<file path="config.mk">
export PLATFORM = sky130hd
export DESIGN_NAME = trip_guard
export DESIGN_NICKNAME = d
export VERILOG_FILES = /design/src/rtl/tz_pkg.sv /design/src/rtl/tz_datapath.sv /design/src/rtl/tz_ctrl.sv /design/src/rtl/trip_guard.sv
export SDC_FILE = /design/constraint.sdc
export NUM_CORES = 1
export LEC_CHECK = 0
export ABC_AREA = 1
export ABC_CLOCK_PERIOD_IN_PS = 1450
export BUFFER_PORTS_ARGS = -buffer_cell sky130_fd_sc_hd__buf_2
export CORE_AREA = 10 10 51 53
export DETAILED_ROUTE_END_ITERATION = 8
export DIE_AREA = 0 0 61 63
export GPL_ROUTABILITY_DRIVEN = 0
export GPL_TIMING_DRIVEN = 0
export PLACE_DENSITY = 0.76
export SLEW_MARGIN = 20
export SYNTH_ARGS = -nofsm -noshare
export SYNTH_HDL_FRONTEND = slang
export SYNTH_HIERARCHICAL = 1
export SYNTH_SLANG_ARGS = --single-unit
export TNS_END_PERCENT = 10
</file>
<file path="constraint.sdc">
create_clock -name clk -period 1.45 [get_ports clk]
set_clock_uncertainty 0.2 [all_clocks]
set_input_delay 0.2175 -clock clk [delete_from_list [all_inputs] [get_ports clk]]
set_output_delay 0.2175 -clock clk [all_outputs]
set_load 0.05 [all_outputs]
</file>
<file path="src/rtl/tz_pkg.sv">
package tz_pkg;

  typedef enum logic [1:0] {
    FA_PASS   = 2'd0,
    FA_HIGH   = 2'd1,
    FA_LOW    = 2'd2,
    FA_INVERT = 2'd3
  } forceAct_e;

  localparam int SRC_PIN = 0;
  localparam int SRC_DCA = 1;
  localparam int SRC_DCB = 2;
  localparam int NUM_SRC = 3;

  localparam int FLG_INT = 0;
  localparam int FLG_OST = 1;
  localparam int FLG_CBC = 2;
  localparam int FLG_DCA = 3;
  localparam int FLG_DCB = 4;
  localparam int NUM_FLG = 5;
  localparam int NUM_CAUSE = NUM_FLG - 1;

  // control -> datapath
  typedef struct packed {
    logic ostHold;
    logic cbcHold;
  } holdStb_t;

  // datapath -> control
  typedef struct packed {
    logic ostNow;
    logic cbcNow;
    logic dcaNow;
    logic dcbNow;
  } tripEvt_t;

endpackage

</file>
<file path="src/rtl/tz_datapath.sv">
module tz_datapath
  import tz_pkg::*;
#(
  parameter int NUM_LINES = 4
) (
  input  logic                 clk,
  input  logic                 rstN,
  input  logic                 pwmA,
  input  logic                 pwmB,
  input  logic                 tripPinN,
  input  logic [NUM_LINES-1:0] tripLinesN,
  input  logic [NUM_LINES-1:0] dcSelA,
  input  logic [NUM_LINES-1:0] dcSelB,
  input  logic [NUM_SRC-1:0]   ostEn,
  input  logic [NUM_SRC-1:0]   cbcEn,
  input  logic [1:0]           actA,
  input  logic [1:0]           actB,
  input  holdStb_t             hold,
  output tripEvt_t             evt,
  output logic                 outA,
  output logic                 outB
);

  localparam int NUM_OUT = 2;

  logic [NUM_LINES-1:0] lineAct;
  logic [NUM_SRC-1:0]   srcAct;
  logic                 forceAny;
  logic [NUM_OUT-1:0]   pwmVec;
  logic [NUM_OUT-1:0]   outVec;
  logic [NUM_OUT-1:0][1:0] actVec;

  assign lineAct         = ~tripLinesN;
  assign srcAct[SRC_PIN] = ~tripPinN;
  assign srcAct[SRC_DCA] = |(lineAct & dcSelA);
  assign srcAct[SRC_DCB] = |(lineAct & dcSelB);

  assign evt.ostNow = |(srcAct & ostEn);
  assign evt.cbcNow = |(srcAct & cbcEn);
  assign evt.dcaNow = srcAct[SRC_DCA];
  assign evt.dcbNow = srcAct[SRC_DCB];

  assign forceAny = hold.ostHold | hold.cbcHold | evt.ostNow | evt.cbcNow;

  assign pwmVec = {pwmB, pwmA};
  assign actVec = {actB, actA};

  for (genvar ch = 0; ch < NUM_OUT; ch++) begin : g_out
    always_comb begin
      outVec[ch] = pwmVec[ch];
      if (forceAny) begin
        case (forceAct_e'(actVec[ch]))
          FA_HIGH:   outVec[ch] = 1'b1;
          FA_LOW:    outVec[ch] = 1'b0;
          FA_INVERT: outVec[ch] = ~pwmVec[ch];
          default:   outVec[ch] = pwmVec[ch];
        endcase
      end
    end
  end

  assign outA = outVec[0];
  assign outB = outVec[1];


  force_low_chk: assert property (@(posedge clk) disable iff (!rstN)
    (hold.ostHold && actA == FA_LOW) |-> !outA);


  force_high_chk: assert property (@(posedge clk) disable iff (!rstN)
    (hold.cbcHold && actB == FA_HIGH) |-> outB);

endmodule

</file>
<file path="src/rtl/tz_ctrl.sv">
module tz_ctrl
  import tz_pkg::*;
(
  input  logic                 clk,
  input  logic                 rstN,
  input  tripEvt_t             evt,
  input  logic                 ctrZero,
  input  logic [NUM_CAUSE-1:0] intEn,
  input  logic                 clrWr,
  input  logic [NUM_FLG-1:0]   clrMask,
  output holdStb_t             hold,
  output logic [NUM_FLG-1:0]   flags,
  output logic                 tripIrq
);

  logic [NUM_FLG-1:0]   flagQ, flagNext, clr;
  logic [NUM_CAUSE-1:0] causeVec;
  logic                 cbcLatchQ, cbcLatchNext;
  logic                 irqQ, irqNext;
  logic                 cause, otherNext, clrInt;

  assign clr      = clrWr ? clrMask : '0;
  assign clrInt   = clr[FLG_INT];
  assign causeVec = {evt.dcbNow, evt.dcaNow, evt.cbcNow, evt.ostNow};
  assign cause    = |(causeVec & intEn);

  // source flags: a set in this cycle beats a clear
  for (genvar f = FLG_OST; f < NUM_FLG; f++) begin : g_flag
    assign flagNext[f] = causeVec[f-1] | (flagQ[f] & ~clr[f]);
  end

  assign otherNext = |flagNext[NUM_FLG-1:FLG_OST];

  always_comb begin
    flagNext[FLG_INT] = cause | (flagQ[FLG_INT] & (~clrInt | otherNext));
    irqNext = (cause & ~flagQ[FLG_INT]) | (flagQ[FLG_INT] & clrInt & otherNext);
  end

  assign cbcLatchNext = evt.cbcNow | (cbcLatchQ & ~ctrZero);

  always_ff @(posedge clk or negedge rstN) begin
    if (!rstN) begin
      flagQ     <= '0;
      cbcLatchQ <= 1'b0;
      irqQ      <= 1'b0;
    end else begin
      flagQ     <= flagNext;
      cbcLatchQ <= cbcLatchNext;
      irqQ      <= irqNext;
    end
  end

  assign hold.ostHold = flagQ[FLG_OST];
  assign hold.cbcHold = cbcLatchQ;
  assign flags        = flagQ;
  assign tripIrq      = irqQ;


  ost_hold_chk: assert property (@(posedge clk) disable iff (!rstN)
    (flagQ[FLG_OST] && !(clrWr && clrMask[FLG_OST])) |=> flagQ[FLG_OST]);


  cbc_hold_chk: assert property (@(posedge clk) disable iff (!rstN)
    (cbcLatchQ && !ctrZero) |=> cbcLatchQ);


  trip_wins_chk: assert property (@(posedge clk) disable iff (!rstN)
    evt.cbcNow |=> (flagQ[FLG_CBC] && cbcLatchQ));


  irq_flag_chk: assert property (@(posedge clk) disable iff (!rstN)
    irqQ |-> flagQ[FLG_INT]);

endmodule

</file>
<file path="src/rtl/trip_guard.sv">
module trip_guard
  import tz_pkg::*;
#(
  parameter int NUM_LINES = 4
) (
  input  logic                 clk,
  input  logic                 rstN,
  input  logic                 pwmA,
  input  logic                 pwmB,
  input  logic                 ctrZero,
  input  logic                 tripPinN,
  input  logic [NUM_LINES-1:0] tripLinesN,
  input  logic [NUM_LINES-1:0] dcSelA,
  input  logic [NUM_LINES-1:0] dcSelB,
  input  logic [NUM_SRC-1:0]   ostEn,
  input  logic [NUM_SRC-1:0]   cbcEn,
  input  logic [1:0]           actA,
  input  logic [1:0]           actB,
  input  logic [NUM_CAUSE-1:0] intEn,
  input  logic                 clrWr,
  input  logic [NUM_FLG-1:0]   clrMask,
  output logic                 outA,
  output logic                 outB,
  output logic [NUM_FLG-1:0]   flags,
  output logic                 tripIrq
);

  holdStb_t hold;
  tripEvt_t evt;

  tz_datapath #(.NUM_LINES(NUM_LINES)) u_dp (
    .clk        (clk),
    .rstN       (rstN),
    .pwmA       (pwmA),
    .pwmB       (pwmB),
    .tripPinN   (tripPinN),
    .tripLinesN (tripLinesN),
    .dcSelA     (dcSelA),
    .dcSelB     (dcSelB),
    .ostEn      (ostEn),
    .cbcEn      (cbcEn),
    .actA       (actA),
    .actB       (actB),
    .hold       (hold),
    .evt        (evt),
    .outA       (outA),
    .outB       (outB)
  );

  tz_ctrl u_ctrl (
    .clk     (clk),
    .rstN    (rstN),
    .evt     (evt),
    .ctrZero (ctrZero),
    .intEn   (intEn),
    .clrWr   (clrWr),
    .clrMask (clrMask),
    .hold    (hold),
    .flags   (flags),
    .tripIrq (tripIrq)
  );

endmodule

</file>
==> flow_metrics.tcl <==
set metrics [dict create \
    status "finished with violations" \
    violations "negative setup slack" \
    peakVddDrop_mv 0.3905 \
    syn2layout_area_growth_pct 76.94 \
    worstHoldEndpoint "u_ctrl/flags[4]" \
    synthCells 98 \
    worstHoldPathType "primary input to flop" \
    r2r_slack_ns 0.19 \
    async_flop_share 1.000 \
    synth_top_area_cell "dfrtp_1" \
    rsz0062_at_grt "true" \
    grt_max_degree 8 \
    slew_headroom 0.8445 \
    dieWidth_microns 61 \
    crit_type "flop to output pin" \
    worst-path-max-fanout 2 \
    p_int_uw 449.4 \
    cts.sinks 7 \
    ys_types 17 \
    timing.fmax_ghz 0.6042 \
    tns_ns -0.5309 \
    ios 46 \
    die-area_sq_mm 0.003843 \
    synthFlopType "dfrtp_1" \
    utilization 0.6568 \
    worst_pin_slew_ns 0.2308 \
    fp.dieH_microns 63 \
    drc 0 \
    yosys-top-cells-area "dfrtp_1 29%, nand2_1 21%, nand2_2 11%, inv_1 8.6%, nor2_2 4.1%" \
    cts_buffers 3 \
    min_path_cells 4 \
    fp-row-count 15 \
    grt_pass1_wl_mm 3.243 \
    cap_viol_max_count 0 \
    rr_startpoint "u_ctrl/flags[1]" \
    cts_max_level 1 \
    power_frac_seq 0.304 \
    routed_wl_mm 1.985 \
    netlist.area_leader.share 0.2857 \
    clkTransAtPathRegs_ns 0.06 \
    worstPathRequired_ns 1.03 \
    ys_seq_area_frac 0.2857 \
    portBuffers 45 \
    drtIter0Drc 16 \
    r2r_end "u_ctrl/flags[0]" \
    pwr-share-clk 0.250 \
    crit_path_start "u_ctrl/cbcLatchQ" \
    p_leak_uw 0.0006096 \
    grt.overflow.total 0 \
    maxSlewViolCount 0 \
    synth_nets 136 \
    dr.pass1.iters 4 \
    track_usage 0.1039 \
    vias 769 \
    setup_viol 4 \
    cp-end-kind "output pin" \
    cts_tree "built" \
    synthTopCellsByCount "35 x nand2_1, 14 x inv_1, 11 x nand2_2" \
    grt_pass1_vias 789 \
    hp-start "clrMask[4]" \
    yosys_warnings 6 \
    ant_nets 0 \
    clk_latency_ns 0.25 \
    setup_slack_ns -0.2049 \
    root_buffer "clkbuf_4" \
    ff2ff_path_depth 7 \
    ys_ff_latch 7 \
    avgViaCountPerCell 4.445 \
    p_sw_uw 254.3 \
    critPathLaunchType "flop" \
    initial_core_util 0.3712 \
    syn_avg_cell_area_sq_um 6.256 \
    p_per_area_mw_per_mm2 648.8 \
    swShare 0.3614 \
    dp_hpwl_mm 1.699 \
    min_period_over_period 1.141 \
    cts_buffer_depth 2 \
    synth_most_common_cell "nand2_1" \
    drive_gt1_frac 0.6410 \
    p_comb_frac 0.446 \
    fin_nets 195 \
    antenna_found_initial 0 \
    synth_edf_count 0 \
    arrival_ns 1.24 \
    final-hold-violation-count 0 \
    syn_area_sq_um 613.1 \
    wl_per_cell_microns 11.47 \
    core_sq_mm 0.001652 \
    antenna_cells 0 \
    min_period_ns 1.655 \
]
[flip-flops by register name, summed over array words and instances, names as in the netlist]
name,count
u_ctrl/cbcLatchQ,1
u_ctrl/tripIrq,1
u_ctrl/flags,5
[what timing repair did]
action / CTS / global route
setup endpoints to repair: 2 / 4
setup buffers: 4 / 5
endpoints found under the hold margin: 8 / 0
hold buffers: 2 / 0
gates resized for setup: 7 / 19
pin swaps: 5 / 15
[routing by layer]
layer | wire length, microns | GRT usage | vias to the layer above
met1 | 690 | 0.1003 | 341
li1 | - | - | 406
met2 | 1149 | 0.1977 | 20
met5 | 0 | 0 | -
met4 | 20 | 0.04121 | 0
met3 | 124 | 0.02033 | 2
[stage by stage]
step / hold slack (ns) / instance area (sq um) / power [uW] / std cells / worst slack, ns
final: 0.04121 / 1085 / 703.8 / 173 / -0.2049
after global routing: 0.06634 / 1085 / 751.6 / 173 / -0.2957
after CTS: 0.04440 / 982.2 / 662.1 / 168 / -0.2369
after detailed placement: -0.1390 / 902.1 / 464.6 / 160 / -0.3602
after global placement: -0.1443 / 902.1 / 458.4 / 160 / -0.3238
after floorplan: -0.2781 / 655.6 / 377.6 / 98 / -0.08006
[how the worst max path moves through the flow]
stage,depth (start not counted),endpoint
after CTS,6,outA
after global routing,12,outA
final,6,outA
after floorplan,6,outA
after global placement,12,outA
after detailed placement,12,outA
[cell type report]
type	count	area (sq um)
Sequential cell	7	176.4
Inverter	20	77.57
Timing Repair Buffer	56	345.3
Fill cell	146	566.8
Tap cell	17	21.27
Clock buffer	4	26.28
Multi-Input combinational cell	69	437.9
[power groups by stage]
stage / combinational, uW / sequential, uW / clock, uW
after global routing: 343 / 215 / 194
after detailed placement: 249 / 216 / 0
after global placement: 244 / 215 / 0
final: 314 / 214 / 176
after floorplan: 133 / 245 / 0
after CTS: 270 / 214 / 178
[placed cells by master (no fill, tap or decap), types with 2 or more instances in the layout]
master,netlist,layout
nor2_2,4,2
dlygate4sd3_1,0,2
nand2_4,1,6
buf_6,0,2
buf_2,0,41
o21ai_0,4,4
dfrtp_1,7,6
buf_8,0,2
nor2_1,5,3
clkbuf_4,0,3
inv_2,5,9
buf_4,2,9
nand2_2,11,13
nor2_4,1,5
nand2_1,35,28
inv_1,14,9
nand3_2,1,3
[critical path, stage by stage (launching register included)]
cell and delay [ns]:
dfrtp_1 0.40, nor2_4 0.14, inv_2 0.05, nor2_4 0.10
nand3_2 0.10, nand2_4 0.07, buf_8 0.14
[cell families after synthesis]
group | Yosys count | synth area share
flops | 7 | 0.2857
buf+inv | 22 | 0.1469
simple gates | 63 | 0.4939
compound gates | 6 | 0.07348
Power figures use the tool's default switching activity.
